`src/rtl/endstop_pkg.sv`:
```
package endstop_pkg;

    typedef enum logic [1:0] {
        REG_DEAD = 2'd0,
        REG_POS  = 2'd1,
        REG_NEG  = 2'd2
    } cmd_region_e;

    typedef enum logic {
        TGT_SLED = 1'b0,
        TGT_STEP = 1'b1
    } target_e;

    typedef struct packed {
        logic armed;
        logic flag;
    } det_state_t;

    function automatic cmd_region_e classify(input int value, input int band);
        if (value > band)       return REG_POS;
        else if (value < -band) return REG_NEG;
        else                    return REG_DEAD;
    endfunction

    function automatic logic is_crossing(input cmd_region_e prev, input cmd_region_e cur);
        return (prev != REG_DEAD) && (cur != prev);
    endfunction

endpackage

```
`src/rtl/endstop_zero_cross.sv`:
```
module endstop_zero_cross
    import endstop_pkg::*;
#(
    parameter int CMD_W    = 12,
    parameter int DEADBAND = 51
) (
    input  logic                    clk,
    input  logic                    rst,
    input  logic                    cmd_vld,
    input  logic signed [CMD_W-1:0] cmd,
    output logic                    xing
);

    cmd_region_e prev_region;
    cmd_region_e cur_region;

    always_comb begin
        cur_region = classify(int'(cmd), DEADBAND);
        xing       = cmd_vld && is_crossing(prev_region, cur_region);
    end

    always_ff @(posedge clk) begin
        if (rst)          prev_region <= REG_DEAD;
        else if (cmd_vld) prev_region <= cur_region;
    end

    // the remembered region only moves on a new command
    assert_region_hold_R4: assert property (@(posedge clk) disable iff (rst)
        !cmd_vld |=> $stable(prev_region));

    // no crossing can come out of the dead band
    assert_no_xing_from_dead_R4: assert property (@(posedge clk) disable iff (rst)
        (prev_region == REG_DEAD) |-> !xing);

endmodule

```
`src/rtl/endstop_thresh.sv`:
```
module endstop_thresh
    import endstop_pkg::*;
#(
    parameter int                BEMF_W   = 10,
    parameter logic [BEMF_W-1:0] SLED_TH1 = BEMF_W'(22),
    parameter logic [BEMF_W-1:0] SLED_TH2 = BEMF_W'(46),
    parameter logic [BEMF_W-1:0] SLED_TH3 = BEMF_W'(86),
    parameter logic [BEMF_W-1:0] STEP_TH1 = BEMF_W'(19),
    parameter logic [BEMF_W-1:0] STEP_TH2 = BEMF_W'(39),
    parameter logic [BEMF_W-1:0] STEP_TH3 = BEMF_W'(60)
) (
    input  logic              tgt_sel,
    input  logic [1:0]        th_sel,
    output logic [BEMF_W-1:0] thr,
    output logic              active
);

    localparam int NTGT  = 2;
    localparam int NCODE = 4;

    logic [BEMF_W-1:0] tbl [NTGT][NCODE];

    for (genvar t = 0; t < NTGT; t++) begin : g_tbl
        if (t == int'(TGT_SLED)) begin : g_sled
            assign tbl[t][0] = '0;
            assign tbl[t][1] = SLED_TH1;
            assign tbl[t][2] = SLED_TH2;
            assign tbl[t][3] = SLED_TH3;
        end else begin : g_step
            assign tbl[t][0] = '0;
            assign tbl[t][1] = STEP_TH1;
            assign tbl[t][2] = STEP_TH2;
            assign tbl[t][3] = STEP_TH3;
        end
    end

    always_comb begin
        thr    = tbl[tgt_sel][th_sel];
        active = (th_sel != 2'd0);
    end

endmodule

```
`src/rtl/endstop_detector.sv`:
```
module endstop_detector
    import endstop_pkg::*;
#(
    parameter int                CMD_W    = 12,
    parameter int                DEADBAND = 51,
    parameter int                BEMF_W   = 10,
    parameter logic [BEMF_W-1:0] SLED_TH1 = BEMF_W'(22),
    parameter logic [BEMF_W-1:0] SLED_TH2 = BEMF_W'(46),
    parameter logic [BEMF_W-1:0] SLED_TH3 = BEMF_W'(86),
    parameter logic [BEMF_W-1:0] STEP_TH1 = BEMF_W'(19),
    parameter logic [BEMF_W-1:0] STEP_TH2 = BEMF_W'(39),
    parameter logic [BEMF_W-1:0] STEP_TH3 = BEMF_W'(60)
) (
    input  logic                    clk,
    input  logic                    rst,
    input  logic                    det_en,
    input  logic                    tgt_sel,
    input  logic [1:0]              th_sel,
    input  logic signed [CMD_W-1:0] cmd,
    input  logic                    cmd_vld,
    input  logic [BEMF_W-1:0]       bemf,
    input  logic                    bemf_vld,
    output logic                    end_flag
);

    logic              xing;
    logic [BEMF_W-1:0] thr;
    logic              active;
    det_state_t        st;

    endstop_zero_cross #(
        .CMD_W    (CMD_W),
        .DEADBAND (DEADBAND)
    ) u_zc (
        .clk     (clk),
        .rst     (rst),
        .cmd_vld (cmd_vld),
        .cmd     (cmd),
        .xing    (xing)
    );

    endstop_thresh #(
        .BEMF_W   (BEMF_W),
        .SLED_TH1 (SLED_TH1),
        .SLED_TH2 (SLED_TH2),
        .SLED_TH3 (SLED_TH3),
        .STEP_TH1 (STEP_TH1),
        .STEP_TH2 (STEP_TH2),
        .STEP_TH3 (STEP_TH3)
    ) u_thr (
        .tgt_sel (tgt_sel),
        .th_sel  (th_sel),
        .thr     (thr),
        .active  (active)
    );

    always_ff @(posedge clk) begin
        if (rst) begin
            st <= '0;
        end else if (!det_en || !active) begin
            st <= '0;
        end else begin
            if (st.armed && bemf_vld) begin
                st.armed <= 1'b0;
                if (bemf < thr)      st.flag <= 1'b1;
                else if (bemf > thr) st.flag <= 1'b0;
            end
            if (xing) st.armed <= 1'b1;
        end
    end

    assign end_flag = st.flag;

    // disabling forces the flag low
    assert_disable_clears_R1: assert property (@(posedge clk) disable iff (rst)
        !det_en |=> !end_flag);

    // threshold code 0 forces the flag low
    assert_code0_clears_R3: assert property (@(posedge clk) disable iff (rst)
        (th_sel == 2'd0) |=> !end_flag);

    // a rising flag needs a low back-EMF sample in the previous cycle
    assert_rise_on_low_R6: assert property (@(posedge clk) disable iff (rst)
        $rose(end_flag) |-> ($past(bemf_vld) && ($past(bemf) < $past(thr))));

    // a falling flag while enabled needs a high sample
    assert_fall_on_high_R7: assert property (@(posedge clk) disable iff (rst)
        ($fell(end_flag) && $past(det_en) && $past(active))
            |-> ($past(bemf_vld) && ($past(bemf) > $past(thr))));

    // the flag holds when no sample arrives
    assert_hold_idle_R8: assert property (@(posedge clk) disable iff (rst)
        (!bemf_vld && det_en && active) |=> $stable(end_flag));

endmodule

```
`config.mk`:
```
export PLATFORM = sky130hd
export DESIGN_NAME = endstop_detector
export DESIGN_NICKNAME = d
export VERILOG_FILES = /design/src/rtl/endstop_pkg.sv /design/src/rtl/endstop_zero_cross.sv /design/src/rtl/endstop_thresh.sv /design/src/rtl/endstop_detector.sv
export SDC_FILE = /design/constraint.sdc
export NUM_CORES = 1
export LEC_CHECK = 0
export ABC_CLOCK_PERIOD_IN_PS = 3600
export BUFFER_PORTS_ARGS = -buffer_cell sky130_fd_sc_hd__buf_2
export CORE_AREA = 2 2 39 41
export CTS_CLUSTER_DIAMETER = 40
export DETAILED_ROUTE_END_ITERATION = 6
export DIE_AREA = 0 0 41 43
export PLACE_DENSITY = 0.78
export SETUP_SLACK_MARGIN = 0.05
export SLEW_MARGIN = 30
export SYNTH_ARGS = -nofsm -noshare
export SYNTH_HDL_FRONTEND = slang
export SYNTH_SLANG_ARGS = --single-unit
```
`constraint.sdc`:
```
create_clock -name clk -period 3.6 [get_ports clk]
set_input_delay 0.72 -clock clk [delete_from_list [all_inputs] [get_ports clk]]
set_output_delay 0.72 -clock clk [all_outputs]
set_load 0.1 [all_outputs]
```
# Word-level counts from Yosys, hierarchy flattened
# Index checks and enable logic that the tools add are counted.
# totals
elab_cells,36
inputBits,30
out_inout_bits,1
regBits,4
# op_classes
n_mux,12
n_bitwise,2
n_eq_ne,1
reduce_logical,12
order_cmp,6
# ops
cell,n
40-bit 2-to-1 mux,2
23-bit 2-to-1 mux,1
10-bit binary-select mux with 2-bit select,1
10-bit 2-to-1 mux,2
"12-bit by 7-bit > comparator with 1-bit output, second input constant",1
"12-bit by 7-bit less-than comparator with 1-bit output, second input constant",1
10-bit > comparator,1
10-bit less-than comparator,1
2-bit nonzero test,4
2-bit 2-to-1 mux,3
"3-bit >= comparator, second input constant",1
1-bit logical AND,3
1-bit 2-to-1 mux,3
2-bit inverter with 3-bit output,1
"2-bit >= comparator, second input constant",1
1-bit zero test,2
2-bit != test,1
1-bit inverter with 2-bit output,1
2-bit AND reduction,1
2-bit OR reduction,1
1-bit logical OR,1

# Logic depth before layout (Yosys ltp)
# logic_depth
depth_word,12
depth_mapped,9
depth_no_buf,9

# By module
# Synthesis repeated with hierarchy kept, for this count alone.
# unflattened
cells_unflattened,79
area_unflattened_um2,645.6
# modules_own_cells
mod,area_each_um2,seq_area_each_um2,instances,cells_each
endstop_detector,336.6,40.0,1,42
endstop_zero_cross,155.1,40.0,1,18
endstop_thresh,153.9,0.0,1,19

# Least setup slack after synthesis
# No wires, ideal clock.
# synth_timing
kind,input-to-reg
from,in tgt_sel
to,reg st (netlist bit end_flag)
n_path_buf,0
arrival_ns,2.253
stages,9
path_slack_ns,1.276
setup_ns,0.071
t_required_ns,3.529
cell_sequence,inv_1 > ha_1 > nand2_1 > ha_1 > a21o_1 > a21oi_1 > o221ai_1 > a2111o_1 > a21oi_1
# synth_via
elab_chain_cells,10
word_cells_on_any_way,12
classes_between,order compare: 2; mux: 7; bitwise: 1; reduce/logical: 2
# synth_lines
element,line,text
from (decl),endstop_detector.sv:17,"input logic tgt_sel,"
1-bit inverter with 2-bit output (not written as such) *,endstop_thresh.sv:38,thr = tbl[tgt_sel][th_sel];
23-bit 2-to-1 mux (not written as such) *,endstop_thresh.sv:38,
40-bit 2-to-1 mux (not written as such) * (2 in a row),endstop_thresh.sv:38,
10-bit binary-select mux with 2-bit select *,endstop_thresh.sv:38,
10-bit 2-to-1 mux (not written as such) * (2 in a row),endstop_thresh.sv:38,
10-bit less-than comparator / 10-bit > comparator (equally long branches),"endstop_detector.sv:65, endstop_detector.sv:66",
2-bit nonzero test (no source line),n/a,
2-bit AND reduction (no source line),n/a,
to (decl),endstop_detector.sv:29,det_state_t st;
# Mark *: on every way between the ends. The rest lies on a longest branch, timed or not. The select of a mux whose other input is x is not followed.
# A chain may end at the register's enable or synchronous reset.

# Worst setup path in the final report
# Same ends and word-level chain as after synthesis.

==> key figures <==
Outcome
  • Status: finished, final reports clean

Floorplanning
  • Core Box Area: 1380 µm²
  • Starting density of the core: 0.362
  • Die ar.: 1760 µm²
  • Row cnt: 14
  • Die Wd: 41 µm
  • I/O pin count: 31
  • Die H: 43 µm

Placement
  • DP HPWL: 987 µm
  • Placed cell count: 105
  • I/O Buffers: 30
  • GP Congestion: approximately 0.67

Routing
  • Iter 0 DRT Violations: 2
  • # DRC: 0
  • DR WL/cell: between 10 and 15 µm
  • Via density: 5.05
  • Pre-Repair DR Iteration Count: 2
  • Vias after detailed routing: 545
  • Final wirelength: 1090 µm
  • Detail Route Antenna Nets: 0

Cells and area
  • Area grow syn2layout: 37.7%
  • Share of layout cells above drive strength 1: 0.435
  • Commonest non-fill, non-tap cell in the layout: buf_2
  • FILL cells: 141
  • Nets@finish: approximately 140
  • Finished Layout Cells: 108
  • N_diodes: 0
  • Most frequent cells in the layout: buf_2, ha_1, inv_1

STA
  • Ratio of final minimum period to clock period: 0.648
  • Peak Freq: 428 MHz
  • Final Setup Violations: 0
  • Worst rel slew slack: 0.680
  • Final Hold Fails: 0
  • Max-slew violation count: 0
  • RSZ-0062 raised after global routing: no
  • TNS Setup: 0 ns
  • Slew @ Worst Pin: a little under 0.5 ns
  • Post-layout minimum cycle time: 2.33 ns
  • Final Skew: about 0.0017 ns

Clocking
  • CTS Buffer Depth: 2
  • Skew-Pair Late Insertion Delay: 0.23 ns
  • Root Driver: clkbuf_4
  • Clk slew on worst S/H paths: 0.04 ns
  • H-tree levels: 1
  • Hold buffer count at CTS: 0
  • CTS Buf Count: 3
  • Sink Count: 4
  • CTS tree: built
  • Postcts setup bufs: 0
  • CTS-repair resized insts: 0

Logic synthesis
  • Mean Syn Cell Area: 8.34 µm²
  • Synthesis warning total: 0
  • Share of the synthesized area in the top cell type: 0.275
  • Synth Cell Area: 500 µm²
  • Yosys top cell by area: ha_1
  • Post-Synthesis Cells: 60
  • Net Count, Synth: 101
  • Yosys cell types: 28
  • Synth top area cells: ha_1, dfxtp_1, inv_1
  • Sequential share of the synthesized area: 0.160
  • Synth Register Bits: 4

Global routing
  • Total GRT Usage: 0.144
  • GRT overflow: 0
  • Vias in the first global route: 496
  • Largest net degree at the start of global routing: 9
  • Initial antenna violation count: 0
  • First-pass GRT wire length: 1750 µm

Setup path
  • Crit path max fanout: 4
  • Setup crit end kind: flop
  • Startpoint types: input port
  • Worst Path Arrival: 2.49 ns
  • WP data required: around 3.8 ns
  • CP max stage delay: 0.41 ns
  • Critical path class: input port to flop
  • Worst-path cell chain: buf_2 > inv_1 > ha_1 > nand2_1 > ha_1 > a21o_1 > a21oi_1 > o221ai_1 > a2111o_1 > a21oi_1
  • Critical-path top delay cell: a2111o_1

Pwr
  • Leakage: between 0.3 and 0.4 nW
  • PwrDens: 218 nW/µm²
  • Peak supply drop: 224 µV

Flow run
  • Max Cap Viol: 0

Worst hold path
  • Tightest Hold Check Type: flop to flop
==> critical path, delay by kind of cell <==
family / cells / cell delay [ns]
AOI/OAI and AO/OA: 5 / 0.98
and+or+nand+nor: 1 / 0.06
buffers and inverters: 2 / 0.16
adders and majority gates: 2 / 0.57
==> cell usage after synthesis <==
library cell / instances
or3_1: 1
dfxtp_1: 4
nand3_1: 2
o211ai_1: 1
o311ai_1: 1
nor3_1: 1
a21oi_2: 1
mux2_2: 1
nand4_1: 1
mux2i_1: 1
ha_1: 11
o211a_1: 2
a21oi_1: 4
nand2b_1: 3
a21o_1: 1
a2111o_1: 1
o21a_2: 1
or4_4: 1
inv_1: 7
o21ai_2: 1
a21boi_0: 1
clkbuf_1: 1
nand2_1: 4
nor3_2: 1
o21ai_0: 2
and4_2: 1
o221ai_1: 1
nor2_1: 3
==> flip-flops by register name, summed over array words and instances (netlist names) <==
| name | cells |
|---|---|
| u_zc.prev_region | 2 |
| end_flag | 1 |
| st | 1 |
==> logic make-up after synthesis <==
kind of cell,Yosys count,share of synthesized area
and+or+nand+nor,18,0.208
adders and majority gates,11,0.275
DFF,4,0.160
muxes,2,0.0425
buffers and inverters,8,0.0600
AOI/OAI and AO/OA,17,0.255
==> worst paths after layout <==
| path | start | to | slack [ns] | depth (start not counted) |
|---|---|---|---|---|
| max | tgt_sel | end_flag | 1.27 | 10 |
| min reg2reg | u_zc.prev_region[1] | u_zc.prev_region[1] | 0.47 | 2 |
| max reg2reg | st[1] | end_flag | 2.76 | 3 |
| min | u_zc.prev_region[1] | u_zc.prev_region[1] | 0.47 | 2 |
==> area by class of cell <==
type / instances / area [µm²] / area share
tap: 16 / 20.0 / 0.0290
inverter: 7 / 26.3 / 0.0381
sequential: 4 / 80.1 / 0.116
timing repair buffer: 30 / 150 / 0.218
multi-input combinational: 48 / 390 / 0.566
clock buffer: 3 / 22.5 / 0.0327
==> metal layers <==
metal | global-route usage | routed length [µm] | up-vias
met5 | 0 | 0 | -
li1 | - | - | 285
met3 | 0.0681 | 103 | 0
met1 | 0.151 | 455 | 233
met2 | 0.244 | 526 | 27
met4 | 0.0400 | 0 | 0
==> per-stage QoR <==
step | setup WS (ns) | power, W | util | area [µm²] | hold slack, ns
2_1_floorplan | 1.28 | 0.0000735 | - | 500 | 0.440
3_3_place_gp | 1.10 | 0.0000960 | 0.482 | 667 | 0.458
3_5_place_dp | 1.02 | 0.0000986 | 0.482 | 667 | 0.470
4_1_cts | 1.27 | 0.000155 | 0.498 | 689 | 0.478
5_1_grt | 1.19 | 0.000166 | 0.498 | 689 | 0.493
6_report | 1.27 | 0.000150 | 0.498 | 689 | 0.472
==> report_power, final <==
group | switching [W] | leakage [nW] | internal (W)
clock network | 0.0000158 | 0.0138 | 0.0000371
registers | 0.000000679 | 0.0326 | 0.0000461
logic | 0.0000239 | 0.321 | 0.0000268
Power figures use the tool's default switching activity.
